===== src/rtl/tcc_pkg.sv =====
package tcc_pkg;
  localparam int ADDR_W    = 2;
  localparam int NUM_FLAGS = 3;
  localparam int FLAG_A    = 0;
  localparam int FLAG_B    = 1;
  localparam int FLAG_WRAP = 2;
  localparam int MAX_W     = 32;

  typedef enum logic [ADDR_W-1:0] {
    REG_STAT  = 2'd0,
    REG_COUNT = 2'd1,
    REG_GEN_A = 2'd2,
    REG_GEN_B = 2'd3
  } reg_sel_e;

  function automatic logic [MAX_W-1:0] width_mask(input int w);
    return (w >= MAX_W) ? {MAX_W{1'b1}} : ((MAX_W'(1) << w) - MAX_W'(1));
  endfunction

  // Next counter value after one step in the chosen direction.
  function automatic logic [MAX_W-1:0] step_count(input logic [MAX_W-1:0] val,
                                                  input logic down, input int w);
    return (down ? (val - MAX_W'(1)) : (val + MAX_W'(1))) & width_mask(w);
  endfunction

  // True when the next step crosses the end of the range.
  function automatic logic step_wraps(input logic [MAX_W-1:0] val,
                                      input logic down, input int w);
    return down ? (val == '0) : (val == width_mask(w));
  endfunction
endpackage


===== src/rtl/tcc_counter.sv =====
module tcc_counter #(
  parameter int CNT_W = 16
) (
  input  logic             clk,
  input  logic             rst_n,
  input  logic             load,
  input  logic [CNT_W-1:0] load_val,
  input  logic             en,
  input  logic             down,
  output logic [CNT_W-1:0] count_q,
  output logic             wrap_evt
);
  import tcc_pkg::*;

  logic [CNT_W-1:0] count_d;

  assign wrap_evt = en && !load && step_wraps(MAX_W'(count_q), down, CNT_W);

  always_comb begin
    if (load)    count_d = load_val;
    else if (en) count_d = CNT_W'(step_count(MAX_W'(count_q), down, CNT_W));
    else         count_d = count_q;
  end

  always_ff @(posedge clk or negedge rst_n) begin
    if (!rst_n) count_q <= '0;
    else        count_q <= count_d;
  end
endmodule


===== src/rtl/tcc_gen_reg.sv =====
module tcc_gen_reg #(
  parameter int CNT_W = 16
) (
  input  logic             clk,
  input  logic             rst_n,
  input  logic             cap_mode,
  input  logic             cap_pulse,
  input  logic             cnt_en,
  input  logic [CNT_W-1:0] count_q,
  input  logic             wr,
  input  logic [CNT_W-1:0] wdata,
  output logic [CNT_W-1:0] gen_q,
  output logic             hit_evt
);
  logic capture, compare;

  assign capture = cap_mode && cap_pulse;
  assign compare = !cap_mode && cnt_en && (count_q == gen_q);
  assign hit_evt = capture || compare;

  always_ff @(posedge clk or negedge rst_n) begin
    if (!rst_n)       gen_q <= '1;
    else if (capture) gen_q <= count_q;
    else if (wr)      gen_q <= wdata;
  end
endmodule


===== src/rtl/tcc_status.sv =====
module tcc_status #(
  parameter int NFLAG = 3
) (
  input  logic             clk,
  input  logic             rst_n,
  input  logic [NFLAG-1:0] set_evt,
  input  logic             rd,
  input  logic             wr,
  input  logic [NFLAG-1:0] wdata,
  output logic [NFLAG-1:0] flag_q,
  output logic [NFLAG-1:0] arm_q
);
  logic [NFLAG-1:0] clr, flag_d, arm_d;

  assign clr    = {NFLAG{wr}} & arm_q & ~wdata;
  assign flag_d = set_evt | (flag_q & ~clr);

  always_comb begin
    if (wr)      arm_d = '0;
    else if (rd) arm_d = arm_q | flag_q;
    else         arm_d = arm_q;
  end

  always_ff @(posedge clk or negedge rst_n) begin
    if (!rst_n) begin
      flag_q <= '0;
      arm_q  <= '0;
    end else begin
      flag_q <= flag_d;
      arm_q  <= arm_d;
    end
  end
endmodule


===== src/rtl/tcc_channel.sv =====
module tcc_channel #(
  parameter int CNT_W = 16
) (
  input  logic                      clk,
  input  logic                      rst_n,
  input  logic                      cnt_en,
  input  logic                      cnt_down,
  input  logic                      mode_cap_a,
  input  logic                      mode_cap_b,
  input  logic                      cap_pulse_a,
  input  logic                      cap_pulse_b,
  input  logic                      bus_sel,
  input  logic                      bus_wr,
  input  logic [tcc_pkg::ADDR_W-1:0] bus_addr,
  input  logic [CNT_W-1:0]          bus_wdata,
  output logic [CNT_W-1:0]          bus_rdata
);
  import tcc_pkg::*;

  localparam int NGEN = 2;
  localparam logic [3:0] RSVD_ONES = 4'hF;

  logic                 stat_rd, stat_wr, cnt_wr;
  logic                 wrap_evt;
  logic [CNT_W-1:0]     count_q;
  logic [NUM_FLAGS-1:0] flag_q, arm_q, set_evt;
  logic [NGEN-1:0]      hit_evt, gen_wr, mode_v, pulse_v;
  logic [CNT_W-1:0]     gen_q [NGEN];
  logic [CNT_W-1:0]     gen_a_q, gen_b_q;
  logic [7:0]           stat_byte;

  assign stat_rd = bus_sel && !bus_wr && (bus_addr == REG_STAT);
  assign stat_wr = bus_sel &&  bus_wr && (bus_addr == REG_STAT);
  assign cnt_wr  = bus_sel &&  bus_wr && (bus_addr == REG_COUNT);
  assign mode_v  = {mode_cap_b, mode_cap_a};
  assign pulse_v = {cap_pulse_b, cap_pulse_a};

  tcc_counter #(.CNT_W(CNT_W)) u_cnt (
    .clk(clk), .rst_n(rst_n), .load(cnt_wr), .load_val(bus_wdata),
    .en(cnt_en), .down(cnt_down), .count_q(count_q), .wrap_evt(wrap_evt)
  );

  for (genvar g = 0; g < NGEN; g++) begin : g_gen
    assign gen_wr[g] = bus_sel && bus_wr &&
                       (bus_addr == ADDR_W'(int'(REG_GEN_A) + g));
    tcc_gen_reg #(.CNT_W(CNT_W)) u_gen (
      .clk(clk), .rst_n(rst_n), .cap_mode(mode_v[g]), .cap_pulse(pulse_v[g]),
      .cnt_en(cnt_en), .count_q(count_q), .wr(gen_wr[g]), .wdata(bus_wdata),
      .gen_q(gen_q[g]), .hit_evt(hit_evt[g])
    );
  end

  assign gen_a_q = gen_q[0];
  assign gen_b_q = gen_q[1];

  assign set_evt[FLAG_A]    = hit_evt[0];
  assign set_evt[FLAG_B]    = hit_evt[1];
  assign set_evt[FLAG_WRAP] = wrap_evt;

  tcc_status #(.NFLAG(NUM_FLAGS)) u_stat (
    .clk(clk), .rst_n(rst_n), .set_evt(set_evt), .rd(stat_rd), .wr(stat_wr),
    .wdata(bus_wdata[NUM_FLAGS-1:0]), .flag_q(flag_q), .arm_q(arm_q)
  );

  assign stat_byte = {1'b0, RSVD_ONES, flag_q};

  always_comb begin
    unique case (bus_addr)
      REG_STAT:  bus_rdata = CNT_W'(stat_byte);
      REG_COUNT: bus_rdata = count_q;
      REG_GEN_A: bus_rdata = gen_a_q;
      default:   bus_rdata = gen_b_q;
    endcase
  end
endmodule


===== config.mk =====
export PLATFORM = sky130hd
export DESIGN_NAME = tcc_channel
export DESIGN_NICKNAME = d
export VERILOG_FILES = /design/src/rtl/tcc_pkg.sv /design/src/rtl/tcc_counter.sv /design/src/rtl/tcc_gen_reg.sv /design/src/rtl/tcc_status.sv /design/src/rtl/tcc_channel.sv
export SDC_FILE = /design/constraint.sdc
export NUM_CORES = 1
export LEC_CHECK = 0
export BUFFER_PORTS_ARGS = -buffer_cell sky130_fd_sc_hd__buf_2
export CAP_MARGIN = 20
export CORE_AREA = 2 2 65 128
export CTS_CLUSTER_SIZE = 20
export DETAILED_ROUTE_END_ITERATION = 10
export DIE_AREA = 0 0 67 130
export PLACE_DENSITY = 0.75
export SYNTH_ARGS = -nofsm -noshare
export SYNTH_HDL_FRONTEND = slang
export SYNTH_HIERARCHICAL = 1
export SYNTH_SLANG_ARGS = --single-unit

===== constraint.sdc =====
create_clock -name clk -period 2.2 [get_ports clk]
set_clock_uncertainty 0.1 [all_clocks]
set_input_delay 0.11 -clock clk [delete_from_list [all_inputs] [get_ports clk]]
set_output_delay 0.11 -clock clk [all_outputs]
set_load 0.03 [all_outputs]

==> results of run 1 <==
[through the flow]
stage                     setup TNS, ns  setup slack, ns
final                           -0.1011         -0.03827
after global placement         -0.09755         -0.05929
after floorplan                -0.04419         -0.04419
after CTS                      -0.01298         -0.01298
after detailed placement        -0.3012         -0.09786
after global routing            -0.4349          -0.1054
[report_power, final]
group | switching (mW) | internal (mW)
Sequential | 0.363 | 1.53
Combinational | 2.05 | 1.81
Clock | 0.371 | 0.423
Total | 2.78 | 3.76
[Yosys cell counts (all sizes together) (6+ instances only)]
cell type,count
nor4,7
ha,14
dfstp,32
a21o,7
a31oi,6
nand4,13
nor3,6
o21ai,44
xnor2,39
mux2i,40
nor2,24
nand2,47
a22o,9
buf,14
nand3,9
a21oi,20
clkbuf,10
dfrtp,22
mux2,9
[registers in the layout, summed over array words and instances (netlist names)]
name	count
g_gen.u_gen/gen_q	32
u_stat/arm_q	3
u_cnt/count_q	16
u_stat/flag_q	3
[kinds of logic (layout without fill, tap and decap cells)]
group	Yosys count	in the layout	share of synthesized area, %
AO/OA/AOI/OAI	118	118	18.97
AND/OR/NAND/NOR	127	127	15.05
XOR/XNOR	39	39	8.421
adder cells (fa/ha/maj)	15	15	4.812
multiplexers	52	52	14.77
buffers and inverters	28	100	3.671
flip-flops	54	54	34.30
[worst max-delay path by stage]
| stage | end | depth (start not counted) |
|---|---|---|
| floorplan | u_cnt/count_q[8] | 7 |
| global placement | u_cnt/count_q[15] | 8 |
| detailed placement | u_cnt/count_q[15] | 8 |
| CTS | u_cnt/count_q[8] | 7 |
| global route | u_cnt/count_q[9] | 7 |
| finish | u_cnt/count_q[8] | 7 |
[area by class of cell]
type	instances	area share [%]
repair buffers	88	11.77
inverters	4	0.3070
well taps	96	2.456
clock buffers	6	2.635
multi-input cells	351	54.05
flip-flops and latches	54	28.50
clock inverters	2	0.2814
[routing by layer]
metal  part of all wire, %  up-vias
met5                     0        -
met4                   4.4        0
met3                   6.6       40
met2                    49      183
met1                    40     1793
li1                      -     1745
[repair_timing]
action                                  in CTS  in global routing
buffers inserted                             1                  2
resized for setup                            3                 14
hold endpoints to repair                    57                  0
pin swaps                                    6                  5
hold buffers                                 4                  0
endpoints found under the setup margin       5                  9
[worst reg2reg max path: cells and delay by family, from the launching register on]
family	cells	cell delay [ns]
adders and majority gates	1	0.36
DFF	1	0.42
AOI/OAI and AO/OA	5	1.15
muxes	1	0.09
==> flow_summary.json, run 1 <==
{
  "outcome": "finished, violations left",
  "failing_checks": "negative hold slack, negative setup slack",
  "numPortBuffers": 43,
  "number_of_global_route_vias_before_repair": 3683,
  "synth_sequential_area_ratio_pct": 34.30,
  "cellLeakagePower_nw": 1.959,
  "postPlaceCellArea_um2": 4592,
  "crit_path_end_kind": "flop",
  "first_pass_drt_iterations": 5,
  "synth_async_sr_flop_share_pct": 100.0,
  "antenna_cells_inserted": 0,
  "routed_wl_mm": 11.97,
  "finish.net_count": 547,
  "antenna_left": 0,
  "mappedNetlistArea_um2": 4056,
  "hold_depth": 3,
  "worst_hold_path.endpoint": "u_cnt/count_q[5]",
  "slew-limit-headroom_pct": 57.26,
  "initial_utilization_pct": 51.82,
  "post_synth_edffs": 0,
  "maxSlewViolCount": 0,
  "path_clk_slew_ns": 0.07,
  "ys_ff_latch": 54,
  "timing.critical_path.from_type": "flop",
  "fill_cell_total_of_the_finished_layout": 674,
  "rrSetupSlack_ns": -0.04,
  "total_grt_overflow": 0,
  "drv_cap": 0,
  "gr-max-usage-layer": "met2",
  "met1_layer_usage_reported_by_global_route_pct": 36.51,
  "antenna_found_initial": 0,
  "grt_max_degree": 55,
  "final-hold-violation-count": 1,
  "crit_arrival_ns": 2.32,
  "post-route-period-util_pct": 101.7,
  "chipWidth_um": 67,
  "required_ns": 2.28,
  "cts_made_buffers": 5,
  "gr-usage-all-layers_pct": 28.90,
  "worst_slack_ns": -0.03827,
  "violation_count_after_the_first_detailed_route_iteration": 348,
  "global_route.usage.met2_pct": 48.40,
  "crit_fanout": 4,
  "totalPowerFinal_mw": 6.540,
  "flow.area_growth_from_synthesis_pct": 20.57,
  "hpwl_mm": 8.390,
  "chipHeight_um": 130,
  "setup_viol": 4,
  "layout_commonest_cell": "sky130_fd_sc_hd__nand2_1",
  "yosysTopAreaCell": "sky130_fd_sc_hd__dfstp_2",
  "pin_count": 44,
  "final_core_util_pct": 62.48,
  "maximum_count_of_clock_buffers_along_a_single_path": 2,
  "max_clock_freq_mhz": 446.8,
  "detail_route.wl_per_cell_um": 19.91,
  "critical_path.reg2reg.startpoint": "u_cnt/count_q[0]",
  "via_per_inst": 6.258,
  "tightestPinTransition_ns": 0.6363,
  "critical_path.startpoint": "u_cnt/count_q[0]",
  "use_met3_pct": 3.879,
  "synthesis.nets": 476,
  "cts.sinks": 54,
  "biggest_cell_delay_along_the_critical_path_ns": 0.42,
  "placed_cells": 586,
  "critical_path_buf_inv_count": 0,
  "multiInputGateArea_um2": 2644,
  "share_of_final_layout_standard_cells_stronger_than_drive_strength_1_pct": 31.29,
  "insertion_delay_ns": 0.30,
  "netlist_instances": 433,
  "top_cells_by_area_synth": "sky130_fd_sc_hd__dfstp_2 (21%), sky130_fd_sc_hd__dfrtp_1 (14%), sky130_fd_sc_hd__mux2i_1 (9.9%)",
  "routed-via-count": 3761,
  "globalplace.congestion": 0.9152,
  "h-tree-depth": 2,
  "slowest_stage": "sky130_fd_sc_hd__dfrtp_2",
  "synth-warning-count": 6,
  "max-vdd-ir-drop_v": 0.0008365,
  "finalWorstPathRequiredPeriod_ns": 2.238,
  "ys_types": 54,
  "core_region_area_um2": 7828,
  "timing.hold.ws_ns": -0.005136,
  "seqCellArea_um2": 1394,
  "hold_path.startpoint": "bus_wdata[5]",
  "timing.rr.end": "u_cnt/count_q[8]",
  "drc": 0,
  "layout.cells.most_common_list": "sky130_fd_sc_hd__nand2_1 (47), sky130_fd_sc_hd__buf_2 (43), sky130_fd_sc_hd__o21ai_0 (41)",
  "finalNonFillerCells": 601,
  "cts_tree": "done",
  "criticalPathCategory": "reg -> reg",
  "placement_rows": 46,
  "synth-main-ff-cell": "sky130_fd_sc_hd__dfstp_2",
  "cp_top_family": "compound AO/OA/AOI/OAI gates",
  "rsz0062_at_grt": "yes",
  "critical_path.cell_chain": "fa_2, a21o_1, a221o_1, a21o_1, a21oi_2, mux2i_1, a221o_1",
  "fin_area_um2": 4891,
  "reg2reg_depth": 7,
  "area_share_of_the_largest_cell_type_after_synthesis_pct": 20.73,
  "grt_first_pass_wirelength_mm": 18.98,
  "power-per-cell-area_nw_per_um2": 1337,
  "cts_root_buffer": "sky130_fd_sc_hd__clkbuf_16",
  "synth.avg_cell_area_um2": 9.368,
  "total_die_area_um2": 8710,
  "hold_path.class": "in -> reg"
}
Note: power is estimated with default switching activity, not from simulation.
==> inputs of run 2 (changes only) <==
--- a/config.mk
+++ b/config.mk
@@ -12,6 +12,7 @@
 export DETAILED_ROUTE_END_ITERATION = 10
 export DIE_AREA = 0 0 67 130
 export PLACE_DENSITY = 0.75
+export RECOVER_POWER = 25
 export SYNTH_ARGS = -nofsm -noshare
 export SYNTH_HDL_FRONTEND = slang
 export SYNTH_HIERARCHICAL = 1
==> run 2 against run 1 <==
Net effect:
- maximum frequency is essentially flat
- critical path type unchanged
- cell count did not move
- core utilization decreased by 0.19 points
- non-clock buffer count unchanged
- register-to-register slack about the same
- hold slack about the same
- the run still ends with negative hold slack, negative setup slack left
- power about the same
- sequential power is essentially flat
- clock power is essentially flat
- global-route usage did not move
- critical path depth unchanged
- largest power group unchanged
- largest cell class unchanged
==> flow_summary.json, run 2 (same netlist as run 1, synthesis figures left out) <==
{
  "outcome": "finished, violations left",
  "failing_checks": "negative hold slack, negative setup slack",
  "grt_max_degree": 55,
  "maximum_count_of_clock_buffers_along_a_single_path": 2,
  "numPortBuffers": 43,
  "globalplace.congestion": 0.9152,
  "biggest_registers_after_layout": "g_gen.u_gen/gen_q (32), u_cnt/count_q (16)",
  "antenna_cells_inserted": 0,
  "grt_first_pass_wirelength_mm": 18.98,
  "biggest_cell_delay_along_the_critical_path_ns": 0.42,
  "h-tree-depth": 2,
  "hpwl_mm": 8.390,
  "maxSlewViolCount": 0,
  "critical_path.reg2reg.startpoint": "u_cnt/count_q[0]",
  "timing.hold.ws_ns": -0.005083,
  "max-vdd-ir-drop_v": 0.0008369,
  "final-hold-violation-count": 1,
  "share_of_final_layout_standard_cells_stronger_than_drive_strength_1_pct": 31.29,
  "antenna_left": 0,
  "tightestPinTransition_ns": 1.372,
  "core_region_area_um2": 7828,
  "cellLeakagePower_nw": 1.954,
  "drc": 0,
  "finalNonFillerCells": 601,
  "hold_path.class": "in -> reg",
  "number_of_global_route_vias_before_repair": 3683,
  "crit_arrival_ns": 2.32,
  "timing.rr.end": "u_cnt/count_q[8]",
  "critical_path.cell_chain": "fa_2, a21o_1, a221o_1, a21o_1, a21oi_2, mux2i_1, a221o_1",
  "path_clk_slew_ns": 0.07,
  "flow.area_growth_from_synthesis_pct": 20.20,
  "timing.critical_path.from_type": "flop",
  "insertion_delay_ns": 0.30,
  "final_core_util_pct": 62.29,
  "initial_utilization_pct": 51.82,
  "cts.sinks": 54,
  "worst_slack_ns": -0.03826,
  "reg2reg_depth": 7,
  "post-route-period-util_pct": 101.7,
  "max_clock_freq_mhz": 446.8,
  "cts_made_buffers": 5,
  "via_per_inst": 6.265,
  "cts_tree": "done",
  "required_ns": 2.28,
  "total_die_area_um2": 8710,
  "rrSetupSlack_ns": -0.04,
  "layout.cells.most_common_list": "sky130_fd_sc_hd__nand2_1 (47), sky130_fd_sc_hd__buf_2 (43), sky130_fd_sc_hd__o21ai_0 (41)",
  "antenna_found_initial": 0,
  "slowest_stage": "sky130_fd_sc_hd__dfrtp_2",
  "gr-usage-all-layers_pct": 28.90,
  "critical_path.startpoint": "u_cnt/count_q[0]",
  "placed_cells": 586,
  "layout_commonest_cell": "sky130_fd_sc_hd__nand2_1",
  "rsz0062_at_grt": "yes",
  "chipWidth_um": 67,
  "slew-limit-headroom_pct": 8.516,
  "power-per-cell-area_nw_per_um2": 1341,
  "largest_register": "g_gen.u_gen/gen_q",
  "finish.net_count": 547,
  "placement_rows": 46,
  "totalPowerFinal_mw": 6.538,
  "routed-via-count": 3765,
  "chipHeight_um": 130,
  "criticalPathCategory": "reg -> reg",
  "pin_count": 44,
  "crit_fanout": 4,
  "total_grt_overflow": 0,
  "routed_wl_mm": 11.98,
  "first_pass_drt_iterations": 5,
  "drv_cap": 0,
  "cts_root_buffer": "sky130_fd_sc_hd__clkbuf_16",
  "critPathCapture": "u_cnt/count_q[8]",
  "setup_viol": 4,
  "finalWorstPathRequiredPeriod_ns": 2.238,
  "violation_count_after_the_first_detailed_route_iteration": 347,
  "crit_path_end_kind": "flop",
  "largest_register_ffs": 32,
  "detail_route.wl_per_cell_um": 19.94
}
-- run 2: cell type report --
class	count	area, µm²
sequential	54	1394
clock inverter	2	13.76
clock buffer	6	128.9
multi-input combinational	351	2644
tap	96	120.1
fill	676	2952
timing repair buffer	88	560.5
inverter	4	15.01
-- run 2: what timing repair did --
item	4_1_cts	5_1_grt
buffers inserted	1	2
pin swaps	6	5
setup endpoints to repair	5	9
gates resized for setup	3	14
endpoints found under the hold margin	57	0
hold buffers	4	0
-- run 2: how the worst min path moves through the flow --
stage	cells after the start	slack, ns	end	start
6_report	3	-0.005	u_cnt/count_q[5]	bus_wdata[5]
5_1_grt	3	0.007	u_cnt/count_q[5]	bus_wdata[5]
3_5_place_dp	2	0.03	u_stat/flag_q[0]	rst_n
2_1_floorplan	0	-0.29	u_cnt/count_q[0]	rst_n
4_1_cts	3	0.0002	u_cnt/count_q[5]	bus_wdata[5]
3_3_place_gp	2	0.04	u_cnt/count_q[6]	rst_n
-- run 2: layer usage --
metal	part of all wire, %	routed length (µm)	GRT usage (%)
met2	50	5935	48.40
met3	6.9	822	3.879
met4	4.3	516	12.61
met1	39	4707	36.51
met5	0	0	0
-- run 2: power breakdown --
group	leakage (nW)	internal [mW]	switching (mW)
registers	0.595	1.53	0.364
clock network	0.0708	0.424	0.373
logic	1.29	1.81	2.04
total	1.95	3.76	2.78
-- run 2: metrics by stage --
step,TNS (ns),area (µm²),worst slack [ns]
final,-0.09938,4876,-0.03826
after global placement,-0.09755,4592,-0.05929
after floorplan,-0.04419,4088,-0.04419
after global routing,-0.4349,4876,-0.1054
after CTS,-0.01298,4796,-0.01298
after detailed placement,-0.3012,4592,-0.09786
-- run 2: worst max-delay path, delay by kind of cell, from the launching register on --
family	cells	cell delay [ns]
flip-flops	1	0.42
AO/OA/AOI/OAI	5	1.15
adder cells (fa/ha/maj)	1	0.36
multiplexers	1	0.09
